**config.mk**
```make
export PLATFORM = sky130hd
export DESIGN_NAME = ptp_time_counter
export DESIGN_NICKNAME = d
export VERILOG_FILES = /design/src/rtl/ptp_tc_pkg.sv /design/src/rtl/ptp_tc_cfg.sv /design/src/rtl/ptp_tc_ctrl.sv /design/src/rtl/ptp_tc_datapath.sv /design/src/rtl/ptp_time_counter.sv
export SDC_FILE = /design/constraint.sdc
export NUM_CORES = 1
export LEC_CHECK = 0
export BUFFER_PORTS_ARGS = -buffer_cell sky130_fd_sc_hd__buf_2
export CAP_MARGIN = 20
export CORE_MARGIN = 2
export CORE_UTILIZATION = 61
export DETAILED_ROUTE_END_ITERATION = 7
export GPL_TIMING_DRIVEN = 0
export PLACE_DENSITY = 0.86
export SKIP_LAST_GASP = 1
export SYNTH_ARGS = -nofsm -noshare
export SYNTH_HDL_FRONTEND = slang
export SYNTH_SLANG_ARGS = --single-unit
```
**constraint.sdc**
```tcl
create_clock -name clk -period 9.4 [get_ports clk]
set_input_delay 1.41 -clock clk [delete_from_list [all_inputs] [get_ports clk]]
set_output_delay 1.41 -clock clk [all_outputs]
set_load 0.05 [all_outputs]
```
**src/rtl/ptp_tc_pkg.sv**
```systemverilog
package ptp_tc_pkg;
  typedef enum logic [1:0] {
    REG_ADDEND = 2'd0,
    REG_PERIOD = 2'd1,
    REG_PRESC  = 2'd2,
    REG_CLKSEL = 2'd3
  } cfgAddr_e;

  typedef enum logic [1:0] {
    CLK_EXT_REF = 2'd0,
    CLK_SYS     = 2'd1,
    CLK_ALT     = 2'd2,
    CLK_RTC     = 2'd3
  } clkSrc_e;

  // Control-to-datapath strobes
  typedef struct packed {
    logic tick;
    logic load;
  } tcStrobes_t;
endpackage

```
**src/rtl/ptp_tc_cfg.sv**
```systemverilog
module ptp_tc_cfg #(
  parameter int DATA_W = 32,
  parameter int ACC_W = 32,
  parameter int TICK_W = 8,
  parameter int PRESC_W = 16,
  parameter logic [ACC_W-1:0] ADDEND_RST = 32'h9999_99A4,
  parameter logic [TICK_W-1:0] PERIOD_RST = 8'd10,
  parameter logic [PRESC_W-1:0] PRESC_RST = 16'd100,
  parameter logic [1:0] CLKSEL_RST = 2'd1
) (
  input  logic clk,
  input  logic rst,
  input  logic cfgWrEn,
  input  logic [1:0] cfgAddr,
  input  logic [DATA_W-1:0] cfgData,
  output logic [ACC_W-1:0] addend,
  output logic [TICK_W-1:0] period,
  output logic [PRESC_W-1:0] presc,
  output logic [1:0] clkSel
);
  import ptp_tc_pkg::*;

  always_ff @(posedge clk) begin
    if (rst) begin
      addend <= ADDEND_RST;
      period <= PERIOD_RST;
      presc  <= PRESC_RST;
      clkSel <= CLKSEL_RST;
    end else if (cfgWrEn) begin
      case (cfgAddr_e'(cfgAddr))
        REG_ADDEND: addend <= cfgData[ACC_W-1:0];
        REG_PERIOD: period <= cfgData[TICK_W-1:0];
        REG_PRESC:  presc  <= cfgData[PRESC_W-1:0];
        REG_CLKSEL: clkSel <= cfgData[1:0];
        default: ;
      endcase
    end
  end

  // an addend write lands in the register on the next edge
  assert_addend_write_R3: assert property (@(posedge clk) disable iff (rst)
    (cfgWrEn && cfgAddr == 2'd0) |=> addend == $past(cfgData[ACC_W-1:0]));
  // select code only changes through address 3
  assert_clksel_stable_R6: assert property (@(posedge clk) disable iff (rst)
    !(cfgWrEn && cfgAddr == 2'd3) |=> $stable(clkSel));
endmodule

```
**src/rtl/ptp_tc_ctrl.sv**
```systemverilog
module ptp_tc_ctrl #(
  parameter int ACC_W = 32,
  parameter int PRESC_W = 16
) (
  input  logic clk,
  input  logic rst,
  input  logic loadEn,
  input  logic [ACC_W-1:0] addend,
  input  logic [PRESC_W-1:0] presc,
  output ptp_tc_pkg::tcStrobes_t strobes,
  output logic tickStrobe,
  output logic prescStrobe
);
  localparam int CNT_W = PRESC_W + 1;

  logic [ACC_W-1:0] accQ;
  logic [ACC_W:0] accSum;
  logic carry;
  logic [PRESC_W-1:0] cntQ;
  logic [CNT_W-1:0] cntNext;
  logic [CNT_W-1:0] divLimit;

  assign accSum = {1'b0, accQ} + {1'b0, addend};
  assign carry = accSum[ACC_W];
  assign cntNext = {1'b0, cntQ} + CNT_W'(1);
  assign divLimit = (presc == '0) ? CNT_W'(1) : {1'b0, presc};

  assign strobes.tick = carry & ~loadEn;
  assign strobes.load = loadEn;

  always_ff @(posedge clk) begin
    if (rst || loadEn) begin
      accQ <= '0;
      cntQ <= '0;
      tickStrobe <= 1'b0;
      prescStrobe <= 1'b0;
    end else begin
      accQ <= accSum[ACC_W-1:0];
      tickStrobe <= carry;
      prescStrobe <= 1'b0;
      if (carry) begin
        if (cntNext >= divLimit) begin
          cntQ <= '0;
          prescStrobe <= 1'b1;
        end else begin
          cntQ <= cntNext[PRESC_W-1:0];
        end
      end
    end
  end

  // the prescaled strobe only ever rides on a tick
  assert_presc_on_tick_R5: assert property (@(posedge clk) disable iff (rst)
    prescStrobe |-> tickStrobe);
  // load clears the accumulator and suppresses strobes
  assert_load_clears_R7: assert property (@(posedge clk) disable iff (rst)
    loadEn |=> (accQ == '0) && !tickStrobe && !prescStrobe);
endmodule

```
**src/rtl/ptp_tc_datapath.sv**
```systemverilog
module ptp_tc_datapath #(
  parameter int TIME_W = 64,
  parameter int TICK_W = 8
) (
  input  logic clk,
  input  logic rst,
  input  ptp_tc_pkg::tcStrobes_t strobes,
  input  logic [TICK_W-1:0] period,
  input  logic [TIME_W-1:0] loadValue,
  output logic [TIME_W-1:0] timeNs
);
  localparam int PAD_W = TIME_W - TICK_W;

  always_ff @(posedge clk) begin
    if (rst) timeNs <= '0;
    else if (strobes.load) timeNs <= loadValue;
    else if (strobes.tick) timeNs <= timeNs + {{PAD_W{1'b0}}, period};
  end

  // a tick steps time by the period
  assert_time_step_R2: assert property (@(posedge clk) disable iff (rst)
    strobes.tick |=> timeNs == $past(timeNs) + {{PAD_W{1'b0}}, $past(period)});
  // without tick or load, time holds
  assert_time_hold_R2: assert property (@(posedge clk) disable iff (rst)
    (!strobes.tick && !strobes.load) |=> $stable(timeNs));
  // load sets time
  assert_time_load_R7: assert property (@(posedge clk) disable iff (rst)
    strobes.load |=> timeNs == $past(loadValue));
endmodule

```
**src/rtl/ptp_time_counter.sv**
```systemverilog
module ptp_time_counter #(
  parameter int DATA_W = 32,
  parameter int ACC_W = 32,
  parameter int TICK_W = 8,
  parameter int PRESC_W = 16,
  parameter int TIME_W = 64
) (
  input  logic clk,
  input  logic rst,
  input  logic cfgWrEn,
  input  logic [1:0] cfgAddr,
  input  logic [DATA_W-1:0] cfgData,
  input  logic loadEn,
  input  logic [TIME_W-1:0] loadValue,
  output logic [TIME_W-1:0] timeNs,
  output logic tickStrobe,
  output logic prescStrobe,
  output logic [1:0] clkSelCode
);
  import ptp_tc_pkg::*;

  logic [ACC_W-1:0] addend;
  logic [TICK_W-1:0] period;
  logic [PRESC_W-1:0] presc;
  tcStrobes_t strobes;

  ptp_tc_cfg #(.DATA_W(DATA_W), .ACC_W(ACC_W), .TICK_W(TICK_W), .PRESC_W(PRESC_W)) u_cfg (
    .clk(clk), .rst(rst), .cfgWrEn(cfgWrEn), .cfgAddr(cfgAddr), .cfgData(cfgData),
    .addend(addend), .period(period), .presc(presc), .clkSel(clkSelCode)
  );

  ptp_tc_ctrl #(.ACC_W(ACC_W), .PRESC_W(PRESC_W)) u_ctrl (
    .clk(clk), .rst(rst), .loadEn(loadEn), .addend(addend), .presc(presc),
    .strobes(strobes), .tickStrobe(tickStrobe), .prescStrobe(prescStrobe)
  );

  ptp_tc_datapath #(.TIME_W(TIME_W), .TICK_W(TICK_W)) u_dp (
    .clk(clk), .rst(rst), .strobes(strobes), .period(period),
    .loadValue(loadValue), .timeNs(timeNs)
  );
endmodule

```
==> results of run 1 <==
==> synth_stat cells (12+ instances only) <==
library cell | count | area share
xnor2_1 | 72 | 0.067
nand2_1 | 161 | 0.064
a21o_1 | 16 | 0.013
o21ai_0 | 33 | 0.017
or3_1 | 12 | 0.0079
nor3_1 | 34 | 0.018
xor2_1 | 16 | 0.015
nand3_1 | 49 | 0.026
a311oi_1 | 12 | 0.011
a21oi_1 | 75 | 0.040
a211oi_1 | 56 | 0.044
ha_1 | 57 | 0.075
nor2_1 | 121 | 0.048
dfxtp_1 | 172 | 0.36
clkbuf_1 | 48 | 0.019
inv_1 | 50 | 0.020
nor4_2 | 12 | 0.016
nor4_1 | 15 | 0.0099
==> worst max path at each step <==
stage / start / to / cells past startpoint
after detailed placement: u_ctrl.cntQ[3] / u_ctrl.cntQ[11] / 13
final: u_ctrl.cntQ[0] / u_ctrl.cntQ[9] / 13
after floorplan: u_ctrl.cntQ[3] / u_ctrl.cntQ[0] / 13
after global routing: u_ctrl.cntQ[0] / u_ctrl.cntQ[9] / 13
after CTS: u_ctrl.cntQ[0] / u_ctrl.cntQ[0] / 13
after global placement: u_ctrl.cntQ[3] / u_ctrl.cntQ[4] / 13
==> cell families (layout without fill, tap and decap cells) <==
logic type,Yosys count,count (layout),synth area share
buf+inv,108,309,0.04371
mux,10,10,0.01070
compound gates,257,257,0.1799
simple gates,469,469,0.2414
fa+ha+maj,59,59,0.07950
xor+xnor,88,88,0.08135
flops,172,172,0.3634
==> layer usage <==
layer | wire, um | vias to the layer above | part of all wire
li1 | - | 4486 | -
met2 | 12990 | 374 | 0.47
met3 | 1991 | 76 | 0.072
met4 | 937 | 2 | 0.034
met5 | 13 | - | 0.00047
met1 | 11560 | 4326 | 0.42
==> area by class of cell <==
class / count / area [um2] / share of cell area
repair buffers: 169 / 845.8 / 0.07590
inverters: 51 / 191.4 / 0.01718
well taps: 188 / 235.2 / 0.02111
clock inverters: 10 / 113.9 / 0.01022
clock buffers: 22 / 474.2 / 0.04256
flip-flops and latches: 172 / 3443 / 0.3090
plain buffers: 57 / 222.7 / 0.01999
multi-input cells: 883 / 5617 / 0.5040
==> stage by stage <==
step / util / cells / hold WS (ps) / total power [W]
after floorplan: - / 1163 / 436.4 / 0.001038
after global placement: 0.6943 / 1520 / 449.9 / 0.001127
after detailed placement: 0.6943 / 1520 / 454.9 / 0.001133
after CTS: 0.7330 / 1552 / 464.2 / 0.001834
after global routing: 0.7330 / 1552 / 480.3 / 0.001904
final: 0.7330 / 1552 / 461.6 / 0.001840
==> registers in the layout, indices dropped and copies added (netlist names) <==
signal and cells:
u_cfg.addend 32, u_cfg.clkSel 2, u_cfg.period 8, u_cfg.presc 16, u_ctrl.accQ 32, u_ctrl.cntQ 16, u_ctrl.prescStrobe 1, u_ctrl.tickStrobe 1
u_dp.timeNs 64
==> worst max-delay path, stage by stage (launching register included) <==
cell and delay, ps:
dfxtp_1 430, ha_1 280, and2_1 270, nand4_1 230, xnor2_1 340, ha_1 320, a21o_1 190, a21oi_1 190
nor2b_1 80, o21ai_0 200, o21ai_0 150, o311a_1 400, nor4_2 730, a22o_1 240
==> placed cells by master, fill, tap and decap left out, types with 10 or more instances in the layout <==
cell type	netlist	final
nor4_2	12	12
dfxtp_1	172	172
clkbuf_16	0	17
a311oi_1	12	12
xnor2_1	72	72
clkbuf_1	48	50
xor2_1	16	16
nand2_1	161	161
or3_1	12	12
nand3_1	49	49
nand4_1	10	10
inv_1	50	50
a21oi_1	75	75
nor4_1	15	15
ha_1	57	57
nor3_1	34	34
o21ai_0	33	33
nor2_1	121	121
a211oi_1	56	56
a21o_1	16	16
buf_2	7	176
==> power breakdown <==
| group | switching [W] | total, W | internal [W] |
|---|---|---|---|
| sequential | 0.0000332 | 0.000801 | 0.000768 |
| combinational | 0.000216 | 0.000325 | 0.000109 |
| clock | 0.000302 | 0.000714 | 0.000412 |
| total | 0.000552 | 0.00184 | 0.00129 |
==> results.tsv, run 1 <==
stage	metric	value	unit
clock_network	CTS Buffer Depth	2	
logic_synthesis	Synth Warn #	0	
power	PwrDens	165.2	nW/um2
layout	Final nets	1512	
floorplan	IO Count	170	
critical_path	Critical Setup Path Class	flop to flop	
placed_design	gpl congestion	0.9187	
timing	final setup violation count	0	
clock_network	Sink Count	172	
power	Peak VDD IR	0.0001522	V
logic_synthesis	Synth Register Bits	172	
timing	RSZ-0062 raised after global routing	false	
grt	met2 usage	0.5523	
timing	setup TNS	0	ps
floorplan	Initial Util	0.6232	
critical_path	R2R Path Start	u_ctrl.cntQ[0]	
timing	fmax	244.4	MHz
clock_network	TritonCTS clock tree	done	
critical_path	R2R Path End	u_ctrl.cntQ[9]	
detailed_routing	remaining routing DRC violations	0	
logic_synthesis	Synth cell types	63	
floorplan	CORE AREA	15200	um2
floorplan	die width	128.6	um
layout	post-route cell area	11140	um2
grt	gr usage total	0.3343	
detailed_routing	Routed WL	27490	um
logic_synthesis	Mapped Avg Cell Area	8.146	um2
grt	busiest grt layer	met2	
layout	P&R area growth vs syn	17.62	%
grt	wire length of the first global-routing pass	43640	um
critical_path	Required @ worst endpoint	9780	ps
clock_network	root buffer cell	clkbuf_16	
placed_design	Port Buffers	169	
grt	largest net degree at the start of global routing	17	
clock_network	H-Tree Level Count	4	
clock_network	CTS resizes	0	
grt	total congestion overflow	0	
clock_network	Hold-fix buffers, CTS	0	
timing	slew margin rel.	0.3701	
clock_network	clk slew on worst S/H paths	70	ps
detailed_routing	routed len/inst	17.71	um
clock_network	CTS Buf Count	17	
critical_path	Max FO, Critical Path	10	
critical_path	reg2reg setup slack	5310	ps
detailed_routing	Pre-Repair DR Iteration Count	7	
min_path	WHS Path Cells	2	
logic_synthesis	ys async rst share	0	
timing	skew final	9.081	ps
floorplan	die height	128.6	um
detailed_routing	First DRT Iteration DRCs	787	
min_path	HP Start	u_cfg.addend[13]	
logic_synthesis	Netlist Area Pre-Place	9474	um2
timing	Worst-Margin Slew	937.1	ps
timing	Tcrit/Tclk final	0.4352	
logic_synthesis	syn_nets	1324	
logic_synthesis	Top FF cell, synth	dfxtp_1	
clock_network	worst skew pair latency	440	ps
timing	Hold Vio Cnt, Final	0	
detailed_routing	vias	9264	
grt	met1 Use GR	0.4216	
logic_synthesis	Syn Inst Count	1163	
critical_path	Reg2Reg Depth	13	
critical_path	CP Capture Type	flop	
logic_synthesis	Post-synth EDFFs	0	
layout	Inserted Diodes	0	
timing	Worst Slack Setup Final	5309	ps
grt	initial antenna violation count	1	
grt	met3 GRT Util	0.07900	
grt	number of global-route vias before repair	8846	
placed_design	Setup WS pre-CTS	5613	ps
timing	Final Max Slew Viols	0	
logic_synthesis	part of the Yosys area used for sequential elements	0.3634	
clock_network	Post CTS Setup Buffer Count	0	
detailed_routing	ANT nets after route	0	
critical_path	CP startpoint kind	flop	
floorplan	Die ar.	16540	um2
power	LEAKAGE	4.609	nW
detailed_routing	vias per cell	5.969	
placed_design	placed inst area	10560	um2
placed_design	Post-DP HPWL	19850	um
layout	fill count	1178	
layout	layout cell share with drive strength beyond 1	0.1752	
critical_path	Critical Path AT	4470	ps
min_path	Hold Path End	u_cfg.addend[13]	
timing	post-layout minimum cycle time	4091	ps
run_status	status	complete, no violations	
min_path	Hold WC Path Type	flop to flop	
flow_run	number of max-cap violations	0	
floorplan	FP Rows	45	
No activity file was read; power rests on OpenSTA's default activity.
==> inputs of run 2 (changes only) <==
--- a/config.mk
+++ b/config.mk
@@ -8,10 +8,10 @@
 export BUFFER_PORTS_ARGS = -buffer_cell sky130_fd_sc_hd__buf_2
 export CAP_MARGIN = 20
 export CORE_MARGIN = 2
-export CORE_UTILIZATION = 61
+export CORE_UTILIZATION = 51
 export DETAILED_ROUTE_END_ITERATION = 7
 export GPL_TIMING_DRIVEN = 0
-export PLACE_DENSITY = 0.86
+export PLACE_DENSITY = 0.77
 export SKIP_LAST_GASP = 1
 export SYNTH_ARGS = -nofsm -noshare
 export SYNTH_HDL_FRONTEND = slang
==> constraint.sdc (replaced) <==
create_clock -name clk -period 3.7 [get_ports clk]
set_input_delay 0.555 -clock clk [delete_from_list [all_inputs] [get_ports clk]]
set_output_delay 0.555 -clock clk [all_outputs]
set_load 0.05 [all_outputs]
==> run 2 against run 1 <==
Effect of this change:
- clock power rose to 2.6 times the previous value
- combinational power rose to 2.5 times the previous value
- via count down 1.2%
- largest cell class unchanged
- sequential power rose to 2.5 times the previous value
- die area up 19%
- cell count up 2.8%
==> results.tsv, run 2 (synthesis gave the netlist of run 1 again) <==
stage	metric	value	unit	change
timing	Worst-Margin Slew	847.7	ps	-89.39 ps
grt	largest net degree at the start of global routing	17		unchanged
timing	Final Max Slew Viols	0		unchanged
placed_design	dpl cells	1561		+2.7%
min_path	Hold WC Path Type	input port to flop		
critical_path	CP Capture Type	flop		
timing	Hold Vio Cnt, Final	0		unchanged
grt	gr usage total	0.2735		-0.06081
clock_network	Sink Count	172		unchanged
layout	post-route cell area	11290	um2	+1.3%
placed_design	placed inst area	10610	um2	+0.49%
clock_network	CTS Buffer Depth	2		unchanged
layout	Final nets	1513		+0.066%
detailed_routing	ANT nets after route	0		unchanged
timing	skew final	14.90	ps	+5.814 ps
grt	total congestion overflow	0		unchanged
detailed_routing	vias per cell	5.740		-3.8%
layout	most frequent cells in the layout	buf_2 (176), dfxtp_1 (171), nand2_1 (160)		
layout	layout cell share with drive strength beyond 1	0.1840		+0.008798
grt	wire length of the first global-routing pass	43060	um	-1.3%
run_status	status	complete, no violations		
timing	fmax	287.0	MHz	+17%
clock_network	root buffer cell	clkbuf_16		
critical_path	CP startpoint kind	flop		
critical_path	Required @ worst endpoint	4040	ps	-5740 ps
layout	commonest non-fill, non-tap cell in the layout	buf_2		
power	LEAKAGE	4.653	nW	+0.95%
detailed_routing	First DRT Iteration DRCs	640		-19%
layout	P&R area growth vs syn	19.14	%	
power	Peak VDD IR	0.0003270	V	+110%
grt	initial antenna violation count	2		+1
detailed_routing	Pre-Repair DR Iteration Count	5		-2
floorplan	die width	140.3	um	+9.1%
floorplan	FP Rows	49		+8.9%
critical_path	largest stage delay on the critical path	460	ps	-270 ps
flow_run	number of max-cap violations	0		unchanged
grt	number of global-route vias before repair	8723		-1.4%
placed_design	Post-DP HPWL	20560	um	+3.6%
layout	biggest regs	u_dp.timeNs: 64 flops, u_cfg.addend: 32 flops, u_ctrl.accQ: 32 flops		
clock_network	clk slew on worst S/H paths	70	ps	about the same
clock_network	CTS Buf Count	17		unchanged
timing	Tcrit/Tclk final	0.9417		+0.5065
floorplan	IO Count	170		unchanged
detailed_routing	remaining routing DRC violations	0		unchanged
timing	post-layout minimum cycle time	3484	ps	-607.0 ps
critical_path	Max FO, Critical Path	10		unchanged
timing	slew margin rel.	0.4289		+0.05882
critical_path	Slowest-stage cell, CP	a211oi_4		
floorplan	Die ar.	19680	um2	+19%
layout	Post-Layout Cell Count	1595		+2.8%
clock_network	Hold-fix buffers, CTS	0		unchanged
detailed_routing	routed len/inst	17.05	um	-3.7%
floorplan	CORE AREA	18090	um2	+19%
timing	final setup violation count	0		unchanged
critical_path	cells along the critical path	ha_1, inv_1, fa_1, nor2b_2, o21bai_1, a31oi_4, a311oi_2, a211oi_4, o22ai_1, buf_4, nor4_2, xnor2_1, a211oi_1		
clock_network	H-Tree Level Count	4		unchanged
clock_network	worst skew pair latency	440	ps	about the same
critical_path	Critical Path AT	3830	ps	-640 ps
placed_design	Port Buffers	169		unchanged
placed_design	gpl congestion	0.9219		+0.35%
timing	hold slack	328.7	ps	-132.8 ps
clock_network	TritonCTS clock tree	done		
layout	number of flip-flops in the largest register	64		unchanged
critical_path	Critical Setup Path Class	flop to flop		
floorplan	die height	140.3	um	+9.1%
floorplan	Initial Util	0.5238		-0.09938
layout	Biggest register	u_dp.timeNs		
detailed_routing	Routed WL	27200	um	-1.1%
detailed_routing	vias	9155		-1.2%
power	PwrDens	415.5	nW/um2	+150%
[run 2: cell count changes in the layout (fill, tap and decap cells not counted), sizes merged]
cell / delta
buf: +2
clkbuf: -2
clkinv: +2
clkinvlp: -1
diode: +2
inv: -1
[run 2: cell type report]
cell class | count | area, um2
fillers | 1532 | 6799
clock buffers | 21 | 480.5
well taps | 229 | 286.5
flip-flops and latches | 172 | 3445
repair buffers | 170 | 853.3
multi-input cells | 883 | 5683
plain buffers | 57 | 227.7
inverters | 51 | 191.4
clock inverters | 10 | 115.1
diodes | 2 | 5.005
[run 2: metrics by stage]
stage               power, W    util  worst slack, ps  TNS (ps)
floorplan           0.002636       -            504.1         0
global placement    0.002869  0.5864           -69.61    -621.7
detailed placement  0.002882  0.5864           -142.8     -1298
CTS                 0.004681  0.6200            9.003         0
global route        0.004854  0.6238           -16.61    -28.45
finish              0.004689  0.6241            215.7         0
[run 2: worst paths after layout]
| path | cells past startpoint | from | end | slack [ps] |
|---|---|---|---|---|
| worst min register to register | 2 | u_cfg.presc[0] | u_cfg.presc[0] | 460 |
| worst max register to register | 13 | u_cfg.addend[0] | u_dp.timeNs[52] | 220 |
| worst max-delay path | 13 | u_cfg.addend[0] | u_dp.timeNs[52] | 220 |
| worst min-delay path | 3 | cfgData[23] | u_cfg.addend[23] | 330 |
[run 2: layer usage]
layer,vias up,part of all wire,GRT usage
met3,43,0.076,0.06598
met5,-,0.00022,0
met2,338,0.45,0.4435
met1,4277,0.44,0.3495
met4,2,0.029,0.1154
li1,4495,-,-
[run 2: report_power, final]
part	switching, W	internal, W
combinational	0.000545	0.000278
sequential	0.0000860	0.00195
clock	0.000770	0.00106
total	0.00140	0.00329
[run 2: critical path, delay by kind of cell (launching register included)]
kind	cells	cell delay, ps
simple gates	2	490
flops	1	350
xor+xnor	1	110
compound gates	6	1550
fa+ha+maj	2	560
buf+inv	2	330
[run 2: repair_timing]
action                                  4_1_cts  5_1_grt
gates resized for setup                       2       18
endpoints found under the setup margin       12       70
pin swaps                                     0        2
setup buffers                                 0        1
